`src/rtl/usTimerPkg.sv`:
```
package usTimerPkg;
  localparam int TMR_W   = 16;
  localparam int HALF_W  = TMR_W / 2;
  localparam int ADDR_W  = 3;
  localparam int INT_BIT  = 0;
  localparam int TICK_BIT = 1;

  typedef enum logic [ADDR_W-1:0] {
    A_CNT_LO = 3'd0,
    A_CNT_HI = 3'd1,
    A_REL_LO = 3'd2,
    A_REL_HI = 3'd3,
    A_ENABLE = 3'd4,
    A_FLAGS  = 3'd5
  } regAddr_e;

  // strobes and values from control to datapath
  typedef struct packed {
    logic              latchHi;
    logic              restart;
    logic [TMR_W-1:0]  restartVal;
    logic [TMR_W-1:0]  reloadVal;
  } pathCmd_t;
endpackage

```
`src/rtl/usTimerPath.sv`:
```
module usTimerPath
  import usTimerPkg::*;
#(
  parameter int CLK_PER_US = 12,
  parameter int TICK_BITS  = 10
) (
  input  logic              clk,
  input  logic              rstN,
  input  pathCmd_t          cmd,
  output logic              usStrobe,
  output logic              tickEvt,
  output logic              intvEvt,
  output logic [TMR_W-1:0]  count,
  output logic [HALF_W-1:0] shadowHi
);
  logic [TMR_W-1:0] downCnt;

  generate
    if (CLK_PER_US <= 1) begin : g_noDiv
      assign usStrobe = 1'b1;
    end else begin : g_div
      localparam int PRE_W = $clog2(CLK_PER_US);
      localparam logic [PRE_W-1:0] PRE_LAST = PRE_W'(CLK_PER_US - 1);
      logic [PRE_W-1:0] preCnt;
      always_ff @(posedge clk) begin
        if (!rstN)                 preCnt <= '0;
        else if (preCnt == PRE_LAST) preCnt <= '0;
        else                       preCnt <= preCnt + 1'b1;
      end
      assign usStrobe = (preCnt == PRE_LAST);
    end
  endgenerate

  assign tickEvt = usStrobe && (&count[TICK_BITS-1:0]);
  assign intvEvt = usStrobe && !cmd.restart && (downCnt == '0);

  always_ff @(posedge clk) begin
    if (!rstN)         count <= '0;
    else if (usStrobe) count <= count + 1'b1;
  end

  always_ff @(posedge clk) begin
    if (!rstN)                downCnt <= '1;
    else if (cmd.restart)     downCnt <= cmd.restartVal;
    else if (usStrobe) begin
      if (downCnt == '0)      downCnt <= cmd.reloadVal;
      else                    downCnt <= downCnt - 1'b1;
    end
  end

  always_ff @(posedge clk) begin
    if (!rstN)            shadowHi <= '0;
    else if (cmd.latchHi) shadowHi <= count[TMR_W-1:HALF_W];
  end

  p_hold_r1: assert property (@(posedge clk) disable iff (!rstN)
    !usStrobe |=> count == $past(count));
  p_wrap_r2: assert property (@(posedge clk) disable iff (!rstN)
    (usStrobe && count == '1) |=> count == '0);
  p_reload_r4: assert property (@(posedge clk) disable iff (!rstN)
    intvEvt |=> downCnt == $past(cmd.reloadVal));
  p_restart_r5: assert property (@(posedge clk) disable iff (!rstN)
    cmd.restart |=> downCnt == $past(cmd.restartVal));
  p_shadow_r8: assert property (@(posedge clk) disable iff (!rstN)
    cmd.latchHi |=> shadowHi == $past(count[TMR_W-1:HALF_W]));
endmodule

```
`src/rtl/usTimerCtrl.sv`:
```
module usTimerCtrl
  import usTimerPkg::*;
#(
  parameter int TICK_BITS = 10
) (
  input  logic              clk,
  input  logic              rstN,
  input  logic              busSel,
  input  logic              busWr,
  input  logic [ADDR_W-1:0] busAddr,
  input  logic [HALF_W-1:0] busWdata,
  output logic [HALF_W-1:0] busRdata,
  input  logic [TMR_W-1:0]  count,
  input  logic [HALF_W-1:0] shadowHi,
  input  logic              tickEvt,
  input  logic              intvEvt,
  output pathCmd_t          cmd,
  output logic              intervalIrq,
  output logic              tickIrq
);
  regAddr_e          addrE;
  logic              wrEn, rdEn;
  logic [HALF_W-1:0] relLo, relHi;
  logic              intEn, tickEn, intFlag, tickFlag;
  logic              clrInt, clrTick;

  assign addrE = regAddr_e'(busAddr);
  assign wrEn  = busSel && busWr;
  assign rdEn  = busSel && !busWr;
  assign clrInt  = wrEn && (addrE == A_FLAGS) && busWdata[INT_BIT];
  assign clrTick = wrEn && (addrE == A_FLAGS) && busWdata[TICK_BIT];

  always_comb begin
    cmd.latchHi    = rdEn && (addrE == A_CNT_LO);
    cmd.restart    = wrEn && (addrE == A_REL_HI);
    cmd.restartVal = {busWdata, relLo};
    cmd.reloadVal  = {relHi, relLo};
  end

  always_ff @(posedge clk) begin
    if (!rstN) begin
      relLo  <= '1;
      relHi  <= '1;
      intEn  <= 1'b0;
      tickEn <= 1'b0;
    end else if (wrEn) begin
      case (addrE)
        A_REL_LO: relLo <= busWdata;
        A_REL_HI: relHi <= busWdata;
        A_ENABLE: begin
          intEn  <= busWdata[INT_BIT];
          tickEn <= busWdata[TICK_BIT];
        end
        default: ;
      endcase
    end
  end

  // set has priority over write-one-to-clear
  always_ff @(posedge clk) begin
    if (!rstN) begin
      intFlag  <= 1'b0;
      tickFlag <= 1'b0;
    end else begin
      intFlag  <= intvEvt || (intFlag && !clrInt);
      tickFlag <= tickEvt || (tickFlag && !clrTick);
    end
  end

  assign intervalIrq = intFlag && intEn;
  assign tickIrq     = tickFlag && tickEn;

  always_comb begin
    busRdata = '0;
    if (rdEn) begin
      case (addrE)
        A_CNT_LO: busRdata = count[HALF_W-1:0];
        A_CNT_HI: busRdata = shadowHi;
        A_REL_LO: busRdata = relLo;
        A_REL_HI: busRdata = relHi;
        A_ENABLE: begin
          busRdata[INT_BIT]  = intEn;
          busRdata[TICK_BIT] = tickEn;
        end
        A_FLAGS: begin
          busRdata[INT_BIT]  = intFlag;
          busRdata[TICK_BIT] = tickFlag;
        end
        default: ;
      endcase
    end
  end

  p_tick_r3: assert property (@(posedge clk) disable iff (!rstN)
    $rose(tickFlag) |-> count[TICK_BITS-1:0] == '0);
  p_set_wins_r7: assert property (@(posedge clk) disable iff (!rstN)
    intvEvt |=> intFlag);
  p_w1c_r7: assert property (@(posedge clk) disable iff (!rstN)
    (clrTick && !tickEvt) |=> !tickFlag);
endmodule

```
`src/rtl/usTimer.sv`:
```
module usTimer
  import usTimerPkg::*;
#(
  parameter int CLK_PER_US = 12,
  parameter int TICK_BITS  = 10
) (
  input  logic              clk,
  input  logic              rstN,
  input  logic              busSel,
  input  logic              busWr,
  input  logic [ADDR_W-1:0] busAddr,
  input  logic [HALF_W-1:0] busWdata,
  output logic [HALF_W-1:0] busRdata,
  output logic              intervalIrq,
  output logic              tickIrq
);
  pathCmd_t          cmd;
  logic              usStrobe, tickEvt, intvEvt;
  logic [TMR_W-1:0]  count;
  logic [HALF_W-1:0] shadowHi;

  usTimerPath #(.CLK_PER_US(CLK_PER_US), .TICK_BITS(TICK_BITS)) i_path (
    .clk(clk), .rstN(rstN), .cmd(cmd), .usStrobe(usStrobe),
    .tickEvt(tickEvt), .intvEvt(intvEvt), .count(count), .shadowHi(shadowHi));

  usTimerCtrl #(.TICK_BITS(TICK_BITS)) i_ctrl (
    .clk(clk), .rstN(rstN), .busSel(busSel), .busWr(busWr),
    .busAddr(busAddr), .busWdata(busWdata), .busRdata(busRdata),
    .count(count), .shadowHi(shadowHi), .tickEvt(tickEvt),
    .intvEvt(intvEvt), .cmd(cmd), .intervalIrq(intervalIrq),
    .tickIrq(tickIrq));

  p_strobe_r1: assert property (@(posedge clk) disable iff (!rstN)
    usStrobe |=> count == $past(count) + 1'b1);
endmodule

```
`config.mk`:
```
export PLATFORM = sky130hd
export DESIGN_NAME = usTimer
export DESIGN_NICKNAME = d
export VERILOG_FILES = /design/src/rtl/usTimerPkg.sv /design/src/rtl/usTimerPath.sv /design/src/rtl/usTimerCtrl.sv /design/src/rtl/usTimer.sv
export SDC_FILE = /design/constraint.sdc
export NUM_CORES = 1
export LEC_CHECK = 0
export BUFFER_PORTS_ARGS = -buffer_cell sky130_fd_sc_hd__buf_2
export CAP_MARGIN = 15
export CORE_MARGIN = 5
export CORE_UTILIZATION = 40
export CTS_CLUSTER_DIAMETER = 200
export CTS_CLUSTER_SIZE = 14
export DETAILED_ROUTE_END_ITERATION = 16
export GPL_TIMING_DRIVEN = 0
export PLACE_DENSITY = 0.57
export SYNTH_ARGS = -nofsm -noshare
export SYNTH_HDL_FRONTEND = slang
export SYNTH_HIERARCHICAL = 1
export SYNTH_SLANG_ARGS = --single-unit
```
`constraint.sdc`:
```
create_clock -name clk -period 6.04 [get_ports clk]
set_input_delay 0.906 -clock clk [delete_from_list [all_inputs] [get_ports clk]]
set_output_delay 0.906 -clock clk [all_outputs]
set_load 0.01 [all_outputs]
```
==> run_results.csv <==
group,metric,value,unit
setup_path,cp-end-kind,"output port",
global_routing,grt_max_degree,12,
logic_synthesis,yosysTopAreaCell,"dfxtp_1",
setup_path,r2r-start,"i_path/downCnt[2]$_SDFFE_PN1P_",
sta,hold_viol,0,
cts,numCtsBuffers,9,
sta,drv_slew,0,
logic_synthesis,synth_edf_count,0,
run_status,status,"finished clean",
cts,clk_latency,0.34,ns
floorplan,initial_utilization,0.4087,
sta,fin_skew,0.009379,ns
detailed_routing,vias,3113,
floorplan,rows,35,
cts,cts.sinks,64,
power,ir_drop,0.00009400,V
place,place.gp.congestion,0.8493,
cts,cts_max_level,3,
detailed_routing,drt_pre_antenna_iters,4,
setup_path,r2r-end,"i_ctrl/intFlag$_SDFF_PN0_",
floorplan,die_w,106.9,µm
detailed_routing,drtIter0Drc,212,
logic_synthesis,ys_seq_elements,64,
cts,cts.clk_slew.worst_paths,0.07,ns
sta,rsz0062_at_grt,"false",
global_routing,grt_pass1_wl,15820,µm
logic_synthesis,synth_area_leaders,"dfxtp_1, mux2i_1, nor2b_1",
cts,cts-hold-fix-buffers,0,
logic_synthesis,synth_cell_types,52,
sta,tightest_slew,0.8935,ns
logic_synthesis,async_reset_ff_frac,0,
global_routing,grt_pass1_vias,3023,
final_layout,fin_area,4205,µm²
power,total_power,0.8808,mW
setup_path,critical_path_class,"in -> out",
sta,finalSetupTns,0,ns
cts,postCtsSetupBuffers,0,
sta,setup_viol,0,
logic_synthesis,synth_nets,447,
run,cap_violations,0,
sta,relSlewSlack,0.3988,
place,dpl-instance-area,4008,µm²
min_path,hold_class,"reg -> reg",
detailed_routing,via_per_inst,5.395,
setup_path,required,5.13,ns
power,leakage,1.711,nW
final_layout,area_delta_synth_final,11.88,%
min_path,whs_path_depth,1,
detailed_routing,ant_nets,0,
setup_path,worstPathArrival,2.03,ns
logic_synthesis,synthesis.area,3759,µm²
cts,max-clock-path-buffers,2,
logic_synthesis,ys_warn_count,6,
global_routing,gr-total-overflow,0,
setup_path,reg2reg_depth,8,
cts,postCtsResizedCells,0,
detailed_routing,drt_wl_total,9911,µm
logic_synthesis,avgSynthCellArea,8.782,µm²
floorplan,die-area,11440,µm²
sta,fmax,0.3400,GHz
detailed_routing,drcViolationCount,0,
logic_synthesis,synthFlopType,"dfxtp_1",
logic_synthesis,synth_seq_area_share,0.3409,
sta,period_share,0.4869,
setup_path,cp-start-kind,"input port",
min_path,holdCritStartpoint,"i_path/g_div.preCnt[0]$_SDFF_PP0_",
floorplan,boundaryPins,25,
cts,clockRootBuffer,"clkbuf_8",
floorplan,core_area,9196,µm²
sta,period_minus_slack,2.941,ns
final_layout,fin_nets,480,
logic_synthesis,synth_top_area_share,0.3409,
final_layout,drive_above_1_share,0.1524,
place,dp.final_hpwl,7315,µm
min_path,whs_endpoint,"i_path/g_div.preCnt[0]$_SDFF_PP0_",
final_layout,insertedDiodeCount,0,
global_routing,antenna_found_initial,0,
setup_path,rrSetupSlack,3.83,ns
logic_synthesis,synthCells,428,
power,pwr_density_cell,209.4,nW/µm²
setup_path,worstPathMaxFanout,10,
floorplan,die_height,106.9,µm
place,portBuffers,22,
cts,cts_tree,"built",
detailed_routing,avgRoutedWirePerCell,17.18,µm
global_routing,grtUsageTotal,0.1772,
[per-stage QoR]
step / hold WS, ns / std cells / util / setup WS [ns]
after floorplan: 0.4174 / 428 / - / 3.440
after global placement: 0.4255 / 561 / 0.4358 / 2.982
after detailed placement: 0.4370 / 561 / 0.4358 / 2.968
after CTS: 0.4523 / 577 / 0.4573 / 3.093
after global routing: 0.4778 / 577 / 0.4573 / 3.006
final: 0.4456 / 577 / 0.4573 / 3.099
[how the worst max path moves through the flow]
stage / from / to / slack [ns] / cells past startpoint
floorplan: busAddr[2] / busRdata[1] / 3.44 / 4
global placement: busAddr[2] / i_path/downCnt[5]$_SDFFE_PN1P_ / 2.98 / 9
detailed placement: busAddr[2] / i_path/downCnt[5]$_SDFFE_PN1P_ / 2.97 / 9
CTS: busAddr[0] / busRdata[1] / 3.09 / 6
global route: busAddr[0] / busRdata[1] / 3.01 / 6
finish: busAddr[0] / busRdata[1] / 3.10 / 6
[worst max-delay path, stage by stage]
cell and delay (ns):
buf_2 0.14, buf_6 0.19, mux2i_1 0.23, nor3_1 0.06
or3_1 0.35, buf_2 0.15
[routing by layer]
layer,GRT usage,part of all wire,up-vias
met3,0.03432,0.044,10
met1,0.2517,0.50,1465
met2,0.2707,0.44,83
li1,-,-,1555
met5,0,0,-
met4,0.05479,0.013,0
[synthesized netlist by cell type, types with 7 or more instances]
| cell | number |
|---|---|
| nor4_1 | 8 |
| nor2b_1 | 34 |
| o21ai_0 | 8 |
| buf_4 | 18 |
| a21oi_1 | 12 |
| o21ai_1 | 11 |
| and2_1 | 23 |
| mux2i_1 | 43 |
| clkbuf_1 | 17 |
| nor3_1 | 10 |
| nor2_1 | 23 |
| dfxtp_1 | 64 |
| xnor2_1 | 22 |
| and3_1 | 8 |
| nand2_1 | 30 |
| o211ai_1 | 7 |
[flip-flops by register name, indices dropped and copies added, names as in the netlist]
signal,count
i_path/count,16
i_path/downCnt,16
i_ctrl/relHi,8
i_ctrl/relLo,8
i_path/shadowHi,8
i_path/g_div.preCnt,4
i_ctrl/intEn,1
i_ctrl/intFlag,1
i_ctrl/tickEn,1
i_ctrl/tickFlag,1
[placed cells by master, fill, tap and decap left out, types with 5 or more instances in the layout]
| cell type | Yosys | routed |
|---|---|---|
| dfxtp_1 | 64 | 64 |
| mux2i_1 | 43 | 43 |
| nor2b_1 | 34 | 34 |
| nand2_1 | 30 | 30 |
| buf_2 | 2 | 24 |
| and2_1 | 23 | 23 |
| nor2_1 | 23 | 23 |
| xnor2_1 | 22 | 22 |
| clkbuf_1 | 17 | 18 |
| buf_4 | 18 | 18 |
| a21oi_1 | 12 | 12 |
| o21ai_1 | 11 | 11 |
| clkbuf_8 | 0 | 10 |
| nor3_1 | 10 | 10 |
| nor4_1 | 8 | 8 |
| and3_1 | 8 | 8 |
| o21ai_0 | 8 | 8 |
| o211ai_1 | 7 | 7 |
| nand3_1 | 6 | 6 |
| nand4_1 | 6 | 6 |
| inv_1 | 5 | 5 |
| o22ai_1 | 5 | 5 |
| xor2_1 | 5 | 5 |
[cell type report]
class,count,area [µm²]
Fill cell,910,4991
Multi-Input combinational cell,317,2201
Sequential cell,64,1281
Buffer,41,254.0
Clock buffer,11,141.4
Tap cell,111,138.9
Timing Repair Buffer,22,110.1
Clock inverter,5,56.30
Inverter,6,22.52
[where the power goes]
| group | internal [mW] | switching, mW |
|---|---|---|
| logic | 0.0324 | 0.0349 |
| clock network | 0.201 | 0.174 |
| registers | 0.429 | 0.00889 |
[kinds of logic (layout without fill, tap and decap cells)]
family                     after synthesis  count (layout)  share of synthesized area
xor gates and xnor gates                27              27                    0.06291
buffers and inverters                   47              85                    0.07357
muxes                                   46              46                     0.1295
DFF                                     64              64                     0.3409
AOI/OAI and AO/OA                       60              60                     0.1005
and+or+nand+nor                        180             180                     0.2793
adders and majority gates                4               4                    0.01332
Power figures use the tool's default switching activity.
